File: src/rtl/mfc_pkg.sv
package mfc_pkg;
  localparam int CAUSE_W = 4;

  typedef enum logic [2:0] {
    ACC_FETCH = 3'd0,
    ACC_LOAD  = 3'd1,
    ACC_LR    = 3'd2,
    ACC_STORE = 3'd3,
    ACC_SC    = 3'd4,
    ACC_AMO   = 3'd5
  } acc_type_e;

  localparam logic [1:0] PRIV_U = 2'd0;
  localparam logic [1:0] PRIV_S = 2'd1;
  localparam logic [1:0] PRIV_M = 2'd3;

  typedef enum logic [1:0] {
    CLS_INSTR = 2'd0,
    CLS_LOAD  = 2'd1,
    CLS_STORE = 2'd2
  } fault_cls_e;

  typedef struct packed {
    logic r;
    logic w;
    logic x;
  } perm_t;

  localparam logic [CAUSE_W-1:0] CAUSE_I_MIS = 4'd0;
  localparam logic [CAUSE_W-1:0] CAUSE_I_ACC = 4'd1;
  localparam logic [CAUSE_W-1:0] CAUSE_L_MIS = 4'd4;
  localparam logic [CAUSE_W-1:0] CAUSE_L_ACC = 4'd5;
  localparam logic [CAUSE_W-1:0] CAUSE_S_MIS = 4'd6;
  localparam logic [CAUSE_W-1:0] CAUSE_S_ACC = 4'd7;
endpackage

File: src/rtl/mfc_align_chk.sv
module mfc_align_chk #(
  parameter int OFF_W  = 3,
  parameter int SIZE_W = $clog2(OFF_W + 1)
) (
  input  logic [OFF_W-1:0]  addr_lo_i,
  input  logic [SIZE_W-1:0] size_i,
  output logic              misaligned_o
);
  logic [OFF_W:0] span;

  always_comb begin
    span         = ((OFF_W+1)'(1) << size_i) - (OFF_W+1)'(1);
    misaligned_o = |(addr_lo_i & span[OFF_W-1:0]);
  end
endmodule

File: src/rtl/mfc_perm_chk.sv
module mfc_perm_chk
  import mfc_pkg::*;
#(
  parameter int PROT_ENTRIES = 16
) (
  input  fault_cls_e cls_i,
  input  logic [1:0] priv_i,
  input  logic       hit_i,
  input  perm_t      perm_i,
  output logic       ok_o
);
  generate
    if (PROT_ENTRIES == 0) begin : g_open
      logic unused_perm;
      assign unused_perm = ^{cls_i, priv_i, hit_i, perm_i};
      assign ok_o = 1'b1;
    end else begin : g_check
      always_comb begin
        if (hit_i) begin
          unique case (cls_i)
            CLS_INSTR: ok_o = perm_i.x;
            CLS_LOAD:  ok_o = perm_i.r;
            default:   ok_o = perm_i.w;
          endcase
        end else begin
          // unmatched: only machine mode proceeds
          ok_o = (priv_i == PRIV_M);
        end
      end
    end
  endgenerate
endmodule

File: src/rtl/mfc_cause_enc.sv
module mfc_cause_enc
  import mfc_pkg::*;
(
  input  fault_cls_e           cls_i,
  input  logic                 access_i,
  output logic [CAUSE_W-1:0]   cause_o
);
  always_comb begin
    unique case (cls_i)
      CLS_INSTR: cause_o = access_i ? CAUSE_I_ACC : CAUSE_I_MIS;
      CLS_LOAD:  cause_o = access_i ? CAUSE_L_ACC : CAUSE_L_MIS;
      default:   cause_o = access_i ? CAUSE_S_ACC : CAUSE_S_MIS;
    endcase
  end
endmodule

File: src/rtl/mem_fault_classifier.sv
module mem_fault_classifier
  import mfc_pkg::*;
#(
  parameter int VA_W         = 39,
  parameter int OFF_W        = 3,
  parameter int PROT_ENTRIES = 16,
  localparam int SIZE_W      = $clog2(OFF_W + 1)
) (
  input  logic               clk_i,
  input  logic               rst_ni,
  input  logic               req_valid_i,
  input  logic [2:0]         req_type_i,
  input  logic [1:0]         req_priv_i,
  input  logic [VA_W-1:0]    req_vaddr_i,
  input  logic [SIZE_W-1:0]  req_size_i,
  input  logic               region_hit_i,
  input  logic               region_r_i,
  input  logic               region_w_i,
  input  logic               region_x_i,
  input  logic               region_non_idem_i,
  output logic               exc_valid_o,
  output logic [CAUSE_W-1:0] exc_cause_o,
  output logic [VA_W-1:0]    exc_tval_o
);
  acc_type_e            acc_type;
  fault_cls_e           cls;
  logic                 is_atomic;
  logic                 misaligned;
  logic                 perm_ok;
  logic                 no_emulate;
  logic                 fault_d;
  logic                 use_access;
  logic [CAUSE_W-1:0]   cause_d;
  perm_t                perm;

  always_comb begin
    acc_type  = acc_type_e'(req_type_i);
    is_atomic = 1'b0;
    unique case (acc_type)
      ACC_FETCH:       cls = CLS_INSTR;
      ACC_LOAD:        cls = CLS_LOAD;
      ACC_LR: begin
        cls       = CLS_LOAD;
        is_atomic = 1'b1;
      end
      ACC_SC, ACC_AMO: begin
        cls       = CLS_STORE;
        is_atomic = 1'b1;
      end
      default:         cls = CLS_STORE;
    endcase
    perm = '{r: region_r_i, w: region_w_i, x: region_x_i};
  end

  mfc_align_chk #(.OFF_W(OFF_W), .SIZE_W(SIZE_W)) u_align (
    .addr_lo_i    (req_vaddr_i[OFF_W-1:0]),
    .size_i       (req_size_i),
    .misaligned_o (misaligned)
  );

  mfc_perm_chk #(.PROT_ENTRIES(PROT_ENTRIES)) u_perm (
    .cls_i  (cls),
    .priv_i (req_priv_i),
    .hit_i  (region_hit_i),
    .perm_i (perm),
    .ok_o   (perm_ok)
  );

  // misaligned that software must not emulate becomes access-fault
  always_comb begin
    no_emulate = is_atomic | region_non_idem_i;
    fault_d    = req_valid_i & (misaligned | ~perm_ok);
    use_access = misaligned ? no_emulate : 1'b1;
  end

  mfc_cause_enc u_enc (
    .cls_i    (cls),
    .access_i (use_access),
    .cause_o  (cause_d)
  );

  always_ff @(posedge clk_i or negedge rst_ni) begin
    if (!rst_ni) begin
      exc_valid_o <= 1'b0;
      exc_cause_o <= '0;
      exc_tval_o  <= '0;
    end else begin
      exc_valid_o <= fault_d;
      if (fault_d) begin
        exc_cause_o <= cause_d;
        exc_tval_o  <= req_vaddr_i;
      end
    end
  end
endmodule

File: config.mk
export PLATFORM = sky130hd
export DESIGN_NAME = mem_fault_classifier
export DESIGN_NICKNAME = d
export VERILOG_FILES = /design/src/rtl/mfc_pkg.sv /design/src/rtl/mfc_align_chk.sv /design/src/rtl/mfc_perm_chk.sv /design/src/rtl/mfc_cause_enc.sv /design/src/rtl/mem_fault_classifier.sv
export SDC_FILE = /design/constraint.sdc
export NUM_CORES = 1
export LEC_CHECK = 0
export ABC_CLOCK_PERIOD_IN_PS = 950
export BUFFER_PORTS_ARGS = -buffer_cell sky130_fd_sc_hd__buf_4
export CORE_AREA = 5 5 73 75
export CTS_CLUSTER_DIAMETER = 40
export DETAILED_ROUTE_END_ITERATION = 7
export DIE_AREA = 0 0 78 80
export GPL_ROUTABILITY_DRIVEN = 0
export PLACE_DENSITY = 0.76
export SLEW_MARGIN = 20
export SYNTH_ARGS = -nofsm -noshare
export SYNTH_HDL_FRONTEND = slang
export SYNTH_SLANG_ARGS = --single-unit
export TNS_END_PERCENT = 50
File: constraint.sdc
create_clock -name clk_i -period 0.95 [get_ports clk_i]
set_clock_uncertainty 0.15 [all_clocks]
set_input_delay 0.1425 -clock clk_i [delete_from_list [all_inputs] [get_ports clk_i]]
set_output_delay 0.1425 -clock clk_i [all_outputs]
set_load 0.01 [all_outputs]
======== Word-level counts from Yosys, hierarchy flattened ========
Cells that the tools add are included.
cells by class
  $add $sub $neg .......................... 1
  equality and inequality tests ........... 6
  shift-type cells ........................ 1
  mux-type cells .......................... 9
  bitwise operators ....................... 5
  reductions and logical operators ........ 5
operators by type and width
  cell                                                 number
  one-hot mux 4 bit (2 select lines)                   1
  equality test 3 bit, second input constant           2
  two-way mux 1 bit                                    6
  OR reduction 3 bit                                   2
  one-hot mux 2 bit (2 select lines)                   1
  AND 3 bit                                            1
  equality test 3 x 1 -> 1 bit, second input constant  1
  equality test 3 x 2 -> 1 bit, second input constant  1
  zero test 3 bit                                      1
  left shift 1 x 2 -> 3 bit, first input constant      1
  subtractor 3 x 2 -> 3 bit, second input constant     1
  equality test 2 x 1 -> 1 bit, second input constant  1
  equality test 2 bit, second input constant           1
  zero test 2 bit                                      1
  OR 1 bit                                             2
  one-hot mux 1 bit (2 select lines)                   1
  OR reduction 2 bit                                   1
  AND 1 bit                                            1
  inverter 1 bit                                       1
storage, ports and cells
  register bits after elaboration ......... 44
  input bits .............................. 54
  output and inout port bits .............. 44

======== Depth between registers and ports, before layout ========
Gate-level depths: netlist of the first run.
  depth after elaboration ................. 9
  mapped depth ............................ 6
  gate-level depth less buffers ........... 5

======== Hierarchy ========
From an unflattened synthesis of the first run, not the netlist that was laid out.
second synthesis, totals
  cells, all modules ...................... 116
  area, all modules ....................... 1770.4 µm²
by module, submodules not included
  module                times used  cells each  area an instance (µm²)  sequential area each (µm²)
  mem_fault_classifier  1           101         1690.4                  1101.1
  mfc_perm_chk          1           6           32.5                    0.0
  mfc_cause_enc         1           5           28.8                    0.0
  mfc_align_chk         1           4           18.8                    0.0

======== Least setup slack after synthesis of the first run ========
No wires, ideal clock.
  path type ............................... input-to-reg
  start point ............................. in req_vaddr_i[0]
  end point ............................... reg exc_cause_o[1]
  arrival time ............................ 1.351 ns
  slack ................................... -0.676 ns
  stages on the path ...................... 5
  path buffers ............................ 1
  path through ............................ o21ai_0 -> o21ai_0 -> o31ai_4 -> buf_6 -> mux2_2
on the way
  cells in the longest elaborated chain, start to end .. 4
ends and longest elaborated chain
  element               RTL line                    text
  from (decl)           mem_fault_classifier.sv:14  input logic [VA_W-1:0] req_vaddr_i,
  AND 3 bit             mfc_align_chk.sv:13         misaligned_o = |(addr_lo_i & span[OFF_W-1:0]);
  OR reduction 3 bit    mfc_align_chk.sv:13
  OR 1 bit              mem_fault_classifier.sv:72  fault_d = req_valid_i & (misaligned | ~perm_ok);
  AND 1 bit             mem_fault_classifier.sv:72
  to (signal assigned)  mem_fault_classifier.sv:90  exc_cause_o <= cause_d;
  to (decl)             mem_fault_classifier.sv:22  output logic [CAUSE_W-1:0] exc_cause_o,
Every way passes these cells.
A chain may end at the register's enable or synchronous reset.

======== Worst setup path in the final report of the first run ========
  start point ............................. in req_type_i[1]
  end point ............................... reg exc_tval_o[34]
on the way
  cells in the longest elaborated chain, start to end .. 9
  elaborated cells on any way between the ends .. 12
  those cells by class .................... 3 x eq/ne; 3 x mux; 3 x bitwise; 3 x reduce/logical
ends and longest elaborated chain
  element                                                                              RTL line                    text
  from (decl)                                                                          mem_fault_classifier.sv:12  input logic [2:0] req_type_i,
  equality test 3 x 2 -> 1 bit / equality test 3 x 1 -> 1 bit (equally long branches)  mem_fault_classifier.sv:39  unique case (acc_type)
  OR reduction 2 bit (no source line)                                                  n/a
  one-hot mux 2 bit (2 select lines) *                                                 mem_fault_classifier.sv:39
  equality test 2 x 1 -> 1 bit / zero test 2 bit (equally long branches)               mfc_perm_chk.sv:20          unique case (cls_i)
  one-hot mux 1 bit (2 select lines) *                                                 mfc_perm_chk.sv:20
  two-way mux 1 bit *                                                                  mfc_perm_chk.sv:19          if (hit_i) begin
  inverter 1 bit *                                                                     mem_fault_classifier.sv:72
  OR 1 bit *                                                                           mem_fault_classifier.sv:72
  AND 1 bit *                                                                          mem_fault_classifier.sv:72
  to (signal assigned)                                                                 mem_fault_classifier.sv:91  exc_tval_o <= req_vaddr_i;
  to (decl)                                                                            mem_fault_classifier.sv:23  output logic [VA_W-1:0] exc_tval_o
Mark *: on every way between the ends. The rest lies on a longest branch, timed or not.

==> results.md, run 1 <==
- Comb power frac: 0.291
- Hold Path Class: primary input to flip-flop
- Row count: 25
- Sequential share of power: 0.460
- WS Path Type: primary input to flip-flop
- Die X-Extent: 78 um
- Cts-stage hold buffer count: 1
- Area after DPL: 2520 sq um
- Root Driver: clkbuf_8
- Vias per cell: 4.74
- Setup TNS: -28.38 ns
- Total Power: 0.00495 W
- Final wirelength: 4380 um
- Simple-gate area share of the yosys netlist: 0.0181
- Initial Util: 0.376
- Synth Instances: 111
- CP Capture Type: flip-flop
- Gr ovfl total: 0
- Post-synthesis adder-cell area fraction: 0
- Pre-antenna DRT Iters: 5
- Final worst setup slack: -0.552 ns
- Largest net degree at the start of global routing: 27
- Peak supply drop: 905 uV
- Library cells used by synthesis: 17
- Clock buffer count from CTS: 5
- Core ar.: 4600 sq um
- Routed Antenna Nets: 0
- Failing checks: negative hold slack, negative setup slack
- Final Util: 0.633
- Commonest non-fill, non-tap cell in the layout: buf_4
- Combinational family with the most area after synthesis: multiplexers
- Most frequent cells in the layout: buf_4 (59), buf_6 (45), dfrtp_1 (43)
- CTS tree: yes
- Vias in the first global route: 1339
- CTS Sinks: 43
- Period minus WS final: 1.50 ns
- Total number of vias: 1317
- Element type at the critical path start: primary input
- Initial DRC Count: 16
- Setup violators final: 86
- Cell family with most CP delay: compound AO/OA/AOI/OAI gates
- Num ports: 98
- Cell area after synthesis: 1730 sq um
- First-pass GRT wire length: 6350 um
- Worst-Skew Late Latency: 0.29 ns
- Compound-gate portion of the synthesized area: 0.0441
- MaxCap Viol Count: 0
- Critical Path RT: 0.97 ns
- Switching power: 0.00124 W
- Worst hold slack: -0.0698 ns
- All-layer global routing usage: 0.133
- Post-DP HPWL: 3210 um
- Fillcell total: 366
- Hold Violations, Final: 39
- #FFs+latches synth: 43
- Worst-path clk slew: 0.07 ns
- Initial antenna violation count: 0
- Die area: 6240 sq um
- Post-synthesis mux area share: 0.273
- Max H-tree Level: 2
- Syn Area/Cell: 15.6 sq um
- Period utilization: 1.58
- Int Pwr: 0.00371 W
- WL per Instance: 15.7 um
- Post-route cell area: 2910 sq um
- Sw frac: 0.251
- PortBufs: 96
- Status: finished with violations
- Residual DRC count: 0
- Nets@finish: 277
- Synthesis-to-finish area growth: 68.3%
- Max Slew Vio Count: 0
- Worst path slowest cell: mux2_2
- Worst path cell trace: buf_8 -> nand3b_1 -> o21ai_1 -> a221oi_2 -> o31ai_4 -> buf_4 -> buf_12 -> mux2_2
- Delay of the slowest cell on the worst path: 0.34 ns
- Syn_nets: 165
- Static leakage: 1.40 nW
- Highest Clock Rate: 666 MHz
- Die H: 80 um
- Pwr dens: 1700 nW/um^2
- RSZ-0062 raised after global routing: true
- Data arrival time of the worst path: 1.53 ns
- Buf+Inv Stages, Crit Path: 3
- Post-synthesis xor/xnor area fraction: 0
- Share of cells above drive strength 1: 0.719
- Yosys warnings: 0
- Seq/Total Area, Yosys: 0.622
- CP max FO: 17
- # diodes: 0
- Max clock buf depth: 2
- Clock network power share: 0.249
==> synthesized netlist by cell type <==
library cell | count | area share
nand3b_1 | 1 | 0.0043
o21ai_0 | 4 | 0.012
a221oi_2 | 1 | 0.0087
conb_1 | 1 | 0.0022
inv_1 | 5 | 0.011
buf_4 | 1 | 0.0043
o31ai_4 | 1 | 0.012
o21ai_1 | 1 | 0.0029
dfrtp_1 | 43 | 0.62
and4b_1 | 1 | 0.0058
buf_6 | 4 | 0.026
a21oi_1 | 3 | 0.0087
or3_1 | 1 | 0.0036
mux2_1 | 2 | 0.013
mux2_2 | 39 | 0.25
nand2_1 | 2 | 0.0043
mux2i_1 | 1 | 0.0058
==> power groups by stage <==
stage	combinational, W	sequential [W]	clock (W)
global placement	0.00118	0.00225	0
detailed placement	0.00121	0.00226	0
finish	0.00144	0.00228	0.00123
global route	0.00154	0.00231	0.00136
CTS	0.00137	0.00228	0.00130
floorplan	0.000374	0.00238	0
==> path summary, 6_finish.rpt <==
| check | startpoint | endpoint | slack, ns | cells past startpoint |
|---|---|---|---|---|
| max | req_type_i[1] | exc_tval_o[34] | -0.55 | 8 |
| min | req_vaddr_i[15] | exc_tval_o[15] | -0.07 | 2 |
| max reg2reg | exc_tval_o[34] | exc_tval_o[34] | 0.01 | 1 |
| min reg2reg | exc_tval_o[15] | exc_tval_o[15] | 0.38 | 1 |
| max in group asynchronous | rst_ni | exc_tval_o[20] | 0.20 | 3 |
| min in group asynchronous | rst_ni | exc_cause_o[0] | 0.21 | 3 |
==> cell families after synthesis <==
group | count (synthesis)
buffers and inverters | 10
AO/OA/AOI/OAI | 10
other | 1
multiplexers | 42
flip-flops | 43
AND/OR/NAND/NOR | 5
==> through the flow <==
step,worst slack [ns],cells,hold slack (ns)
2_1_floorplan,-0.668,111,-0.303
3_3_place_gp,-0.852,262,-0.0180
3_5_place_dp,-0.900,262,-0.0176
4_1_cts,-0.529,271,-0.0941
5_1_grt,-0.591,278,-0.0866
6_report,-0.552,278,-0.0698
==> metal layers <==
metal  up-vias  routed length (um)  track usage
met2        65                2230        0.215
met3         7                 528       0.0767
met4         0                  73       0.0557
met1       638                1550        0.141
li1        607                   -            -
met5         -                   0            0
==> flip-flops by register name, indices dropped and copies added (netlist names) <==
name	count
exc_tval_o	39
exc_cause_o	3
exc_valid_o	1
==> timing repair <==
| item | in CTS | in global routing |
|---|---|---|
| buffers inserted | 0 | 5 |
| gates cloned | 0 | 2 |
| endpoints found under the hold margin | 82 | 39 |
| gates resized for setup | 44 | 11 |
| endpoints found under the setup margin | 86 | 86 |
==> final cells by class <==
type	instances	area [sq um]	share of cell area
sequential	43	1080	0.370
timing repair buffer	110	1050	0.362
multi-input combinational	58	594	0.204
clock buffer	8	100	0.0344
tap	54	67.6	0.0232
inverter	5	18.8	0.00645
Power figures use the tool's default switching activity.
==> run 2, diff against run 1 <==
--- a/config.mk
+++ b/config.mk
@@ -8,7 +8,8 @@
 export ABC_CLOCK_PERIOD_IN_PS = 950
 export BUFFER_PORTS_ARGS = -buffer_cell sky130_fd_sc_hd__buf_4
 export CORE_AREA = 5 5 73 75
-export CTS_CLUSTER_DIAMETER = 40
+export CTS_CLUSTER_DIAMETER = 150
+export CTS_CLUSTER_SIZE = 8
 export DETAILED_ROUTE_END_ITERATION = 7
 export DIE_AREA = 0 0 78 80
 export GPL_ROUTABILITY_DRIVEN = 0
@@ -17,4 +18,4 @@
 export SYNTH_ARGS = -nofsm -noshare
 export SYNTH_HDL_FRONTEND = slang
 export SYNTH_SLANG_ARGS = --single-unit
-export TNS_END_PERCENT = 50
+export TNS_END_PERCENT = 20
==> results.md, run 2 (synthesis results as in run 1) <==
- Static leakage: 1.34 nW
- Commonest non-fill, non-tap cell in the layout: buf_4
- Die area: 6240 sq um
- CTS Sinks: 43
- MaxCap Viol Count: 0
- All-layer global routing usage: 0.133
- Max clock buf depth: 2
- Nets@finish: 270
- Critical Path RT: 0.98 ns
- Post-DP HPWL: 3210 um
- Largest register FFs: 39
- RSZ-0062 raised after global routing: true
- Met1 GRT Util: 0.141
- Peak supply drop: 905 uV
- Synthesis-to-finish area growth: 62.2%
- Die H: 80 um
- Largest net degree at the start of global routing: 27
- Status: finished with violations
- Hold Path Class: primary input to flip-flop
- Initial DRC Count: 12
- Final worst setup slack: -0.524 ns
- Worst path slowest cell: mux2_2
- Data arrival time of the worst path: 1.50 ns
- PortBufs: 96
- Clock buffer count from CTS: 5
- Highest Clock Rate: 678 MHz
- Num ports: 98
- Final wirelength: 4050 um
- Pre-antenna DRT Iters: 2
- Residual DRC count: 0
- Element type at the critical path start: primary input
- GR met3 Demand/Resource: 0.0767
- Max Slew Vio Count: 0
- Initial antenna violation count: 0
- CP Capture Type: flip-flop
- Worst-path clk slew: 0.07 ns
- Most frequent cells in the layout: buf_4 (57), dfrtp_1 (43), buf_6 (43)
- Worst hold slack: -0.0856 ns
- CP max FO: 17
- WL per Instance: 15.0 um
- Cts-stage hold buffer count: 1
- Share of cells above drive strength 1: 0.691
- Worst r2r path cells: 1
- Setup TNS: -27.90 ns
- Period minus WS final: 1.47 ns
- Root Driver: clkbuf_8
- Row count: 25
- Initial Util: 0.376
- Reg2reg setup slack: 0 ns
- Worst-Skew Late Latency: 0.29 ns
- Max H-tree Level: 2
- Vias per cell: 4.63
- Biggest register: exc_tval_o
- GRT met2 Usage: 0.215
- Gr ovfl total: 0
- CTS tree: yes
- Delay of the slowest cell on the worst path: 0.36 ns
- Worst path cell trace: buf_4 -> mux2i_1 -> o21ai_1 -> a221oi_2 -> o31ai_4 -> buf_8 -> mux2_2
- Setup violators final: 86
- Post-CTS Setup Repair Bufs: 0
- Die X-Extent: 78 um
- Global routing's busiest layer: met2
- Total number of vias: 1256
- Core ar.: 4600 sq um
- Hold Violations, Final: 39
- Hold depth: 2
- Period utilization: 1.55
- Pre-CTS WS: -0.900 ns
- Top Registers: exc_tval_o: 39 flops, exc_cause_o: 3 flops, exc_valid_o: 1 flops
- Routed Antenna Nets: 0
- Final Util: 0.610
- Failing checks: negative hold slack, negative setup slack
- Pwr dens: 1730 nW/um^2
- # diodes: 0
- First-pass GRT wire length: 6350 um
- Vias in the first global route: 1339
- WS Path Type: primary input to flip-flop
## run 2: power by group
part / total, W / switching, W / internal (W)
registers: 0.00228 / 0.000181 / 0.00209
clock network: 0.00123 / 0.000572 / 0.000663
logic: 0.00135 / 0.000465 / 0.000888
total: 0.00486 / 0.00122 / 0.00364
## run 2: layout make-up
class                   instances  area [sq um]
repair buffers                103           957
clock buffers                   8           100
multi-input cells              58           587
flip-flops and latches         43          1080
well taps                      54          67.6
fillers                       392          1790
inverters                       5          18.8
## run 2: repair_timing
action,CTS,global route
endpoints found under the setup margin,86,86
resized for setup,44,2
hold endpoints to repair,82,39
## run 2: routing by layer
metal  part of all wire  routed length, um
met1               0.35               1400
met5                  0                  0
met4              0.018                 72
met3               0.13                522
met2               0.51               2060
## run 2: critical path: cells and delay by family
| family | cells | cell delay [ns] |
|---|---|---|
| buf+inv | 2 | 0.35 |
| mux | 2 | 0.47 |
| compound gates | 3 | 0.53 |
## run 2: per-stage QoR
step | area [sq um] | hold slack, ns | total power (W) | instances
final | 2810 | -0.0856 | 0.00486 | 271
after floorplan | 1730 | -0.303 | 0.00275 | 111
after CTS | 2800 | -0.0941 | 0.00494 | 271
after global placement | 2520 | -0.0180 | 0.00344 | 262
after global routing | 2810 | -0.0908 | 0.00511 | 271
after detailed placement | 2520 | -0.0176 | 0.00347 | 262
## run 2: final timing paths
path	startpoint	endpoint
hold reg to reg	exc_tval_o[5]	exc_tval_o[5]
setup / recovery	req_type_i[1]	exc_tval_o[34]
max in group asynchronous	rst_ni	exc_tval_o[20]
min in group asynchronous	rst_ni	exc_tval_o[7]
hold / removal	req_vaddr_i[5]	exc_tval_o[5]
setup reg to reg	exc_tval_o[1]	exc_tval_o[1]
==> run 3, diff against run 2 <==
--- a/config.mk
+++ b/config.mk
@@ -7,13 +7,13 @@
 export LEC_CHECK = 0
 export ABC_CLOCK_PERIOD_IN_PS = 950
 export BUFFER_PORTS_ARGS = -buffer_cell sky130_fd_sc_hd__buf_4
-export CORE_AREA = 5 5 73 75
+export CORE_AREA = 5 5 78 80
 export CTS_CLUSTER_DIAMETER = 150
 export CTS_CLUSTER_SIZE = 8
 export DETAILED_ROUTE_END_ITERATION = 7
-export DIE_AREA = 0 0 78 80
+export DIE_AREA = 0 0 83 85
 export GPL_ROUTABILITY_DRIVEN = 0
-export PLACE_DENSITY = 0.76
+export PLACE_DENSITY = 0.68
 export SLEW_MARGIN = 20
 export SYNTH_ARGS = -nofsm -noshare
 export SYNTH_HDL_FRONTEND = slang
==> results.md, run 3 (synthesis results as in run 1) <==
- Status: finished with violations
- Failing checks: negative hold slack, negative setup slack
- Max clock buf depth: 2
- Total number of vias: 1298
- Hold depth: 2
- Crit path to: exc_tval_o[12]
- Largest register FFs: 39
- RR Startpoint: exc_tval_o[34]
- Hold Violations, Final: 38
- Final wirelength: 4480 um
- Post-route cell area: 2990 sq um
- Initial antenna violation count: 0
- Buf+Inv Stages, Crit Path: 3
- Delay of the slowest cell on the worst path: 0.30 ns
- Num ports: 98
- Element type at the critical path start: primary input
- Finished Layout Cells: 293
- Placed insts: 280
- PortBufs: 96
- Max H-tree Level: 2
- Period minus WS final: 1.48 ns
- Worst r2r dst: exc_tval_o[34]
- WL per Instance: 15.3 um
- Worst hold slack: -0.0719 ns
- Worst r2r path cells: 1
- Commonest non-fill, non-tap cell in the layout: buf_4
- Critical Path RT: 0.97 ns
- Pwr dens: 1720 nW/um^2
- Die area: 7060 sq um
- Vias per cell: 4.43
- Nets@finish: 275
- Largest net degree at the start of global routing: 44
- Total Power: 0.00512 W
- Peak supply drop: 823 uV
- RSZ-0062 raised after global routing: true
- Worst-path clk slew: 0.08 ns
- CTS Sinks: 43
- Worst path cell trace: buf_6 -> mux2i_1 -> o21ai_2 -> a221oi_4 -> o31ai_4 -> buf_6 -> buf_12 -> mux2_4
- CP Depth: 8
- Initial DRC Count: 28
- All-layer global routing usage: 0.124
- Share of cells above drive strength 1: 0.719
- Static leakage: 1.42 nW
- Critical path origin: req_type_i[1]
- Cts-stage hold buffer count: 1
- Biggest register: exc_tval_o
- Synthesis-to-finish area growth: 72.6%
- Worst-Skew Late Latency: 0.29 ns
- Core ar.: 5340 sq um
- Setup violators final: 86
- CP Capture Type: flip-flop
- Highest Clock Rate: 678 MHz
- Top cell by count, worst path: buf_6
- Final worst setup slack: -0.526 ns
- Initial Util: 0.324
- Hold Path Class: primary input to flip-flop
- Fillcell total: 490
- CTS tree: yes
- MaxCap Viol Count: 0
- Pre-antenna DRT Iters: 3
- Die H: 85 um
- Max Slew Vio Count: 0
- Worst path slowest cell: a221oi_4
- Period utilization: 1.55
- Root Driver: clkbuf_8
- Die X-Extent: 83 um
- Area after DPL: 2570 sq um
- Vias in the first global route: 1420
- Most frequent cells in the layout: buf_4 (56), buf_6 (45), dfrtp_1 (43)
- Reg2reg setup slack: 0.02 ns
- Cell family with most CP delay: multiplexers
- Residual DRC count: 0
- # diodes: 0
- WS Path Type: primary input to flip-flop
- Top Registers: exc_tval_o: 39 flops, exc_cause_o: 3 flops, exc_valid_o: 1 flops
- Data arrival time of the worst path: 1.50 ns
- Post-DP HPWL: 3130 um
- Routed Antenna Nets: 0
- First-pass GRT wire length: 7010 um
- Row count: 27
- CP max FO: 8
- Clock buffer count from CTS: 5
- Gr ovfl total: 0
==> run 3: repair_timing <==
item / 4_1_cts / 5_1_grt
buffers inserted: 2 / 0
hold endpoints to repair: 81 / 38
cloned: 2 / 1
endpoints found under the setup margin: 86 / 86
pin swaps: 2 / 3
resized for setup: 47 / 9
==> run 3: layout make-up <==
| cell class | count | area, sq um | area share |
|---|---|---|---|
| flip-flops and latches | 43 | 1080 | 0.360 |
| clock buffers | 6 | 72.6 | 0.0243 |
| clock inverters | 1 | 30.0 | 0.0101 |
| repair buffers | 108 | 1080 | 0.361 |
| multi-input cells | 58 | 622 | 0.208 |
| well taps | 72 | 90.1 | 0.0302 |
| inverters | 5 | 18.8 | 0.00628 |
==> run 3: routing by layer <==
metal  part of all wire  vias to the layer above  routed length, um  global-route usage
li1                   -                      608                  -                   -
met1               0.38                      632               1710               0.139
met2               0.53                       51               2360               0.218
met3              0.080                        7                358              0.0544
met4              0.011                        0                 48              0.0312
met5                  0                        -                  0                   0
==> run 3: how the worst min path moves through the flow <==
stage	from	slack (ns)	end
after floorplan	rst_ni	-0.30	exc_cause_o[0]
after global placement	rst_ni	-0.03	exc_cause_o[1]
after detailed placement	rst_ni	-0.03	exc_cause_o[1]
after CTS	req_vaddr_i[5]	-0.09	exc_tval_o[5]
after global routing	req_vaddr_i[25]	-0.09	exc_tval_o[25]
final	req_vaddr_i[19]	-0.07	exc_tval_o[19]
==> run 3: report_power, final <==
| part | total (W) | switching [W] | internal [W] |
|---|---|---|---|
| Sequential | 0.00228 | 0.000185 | 0.00209 |
| Combinational | 0.00148 | 0.000497 | 0.000983 |
| Clock | 0.00137 | 0.000596 | 0.000771 |
| Total | 0.00512 | 0.00128 | 0.00385 |
==> run 3: through the flow <==
| step | hold slack, ns | setup TNS (ns) | setup WS, ns | utilization |
|---|---|---|---|---|
| 3_3_place_gp | -0.0291 | -33.66 | -0.821 | 0.482 |
| 3_5_place_dp | -0.0287 | -35.39 | -0.870 | 0.482 |
| 4_1_cts | -0.0906 | -29.04 | -0.548 | 0.548 |
| 2_1_floorplan | -0.303 | -27.69 | -0.668 | - |
| 5_1_grt | -0.0873 | -30.76 | -0.554 | 0.560 |
| 6_report | -0.0719 | -27.80 | -0.526 | 0.560 |
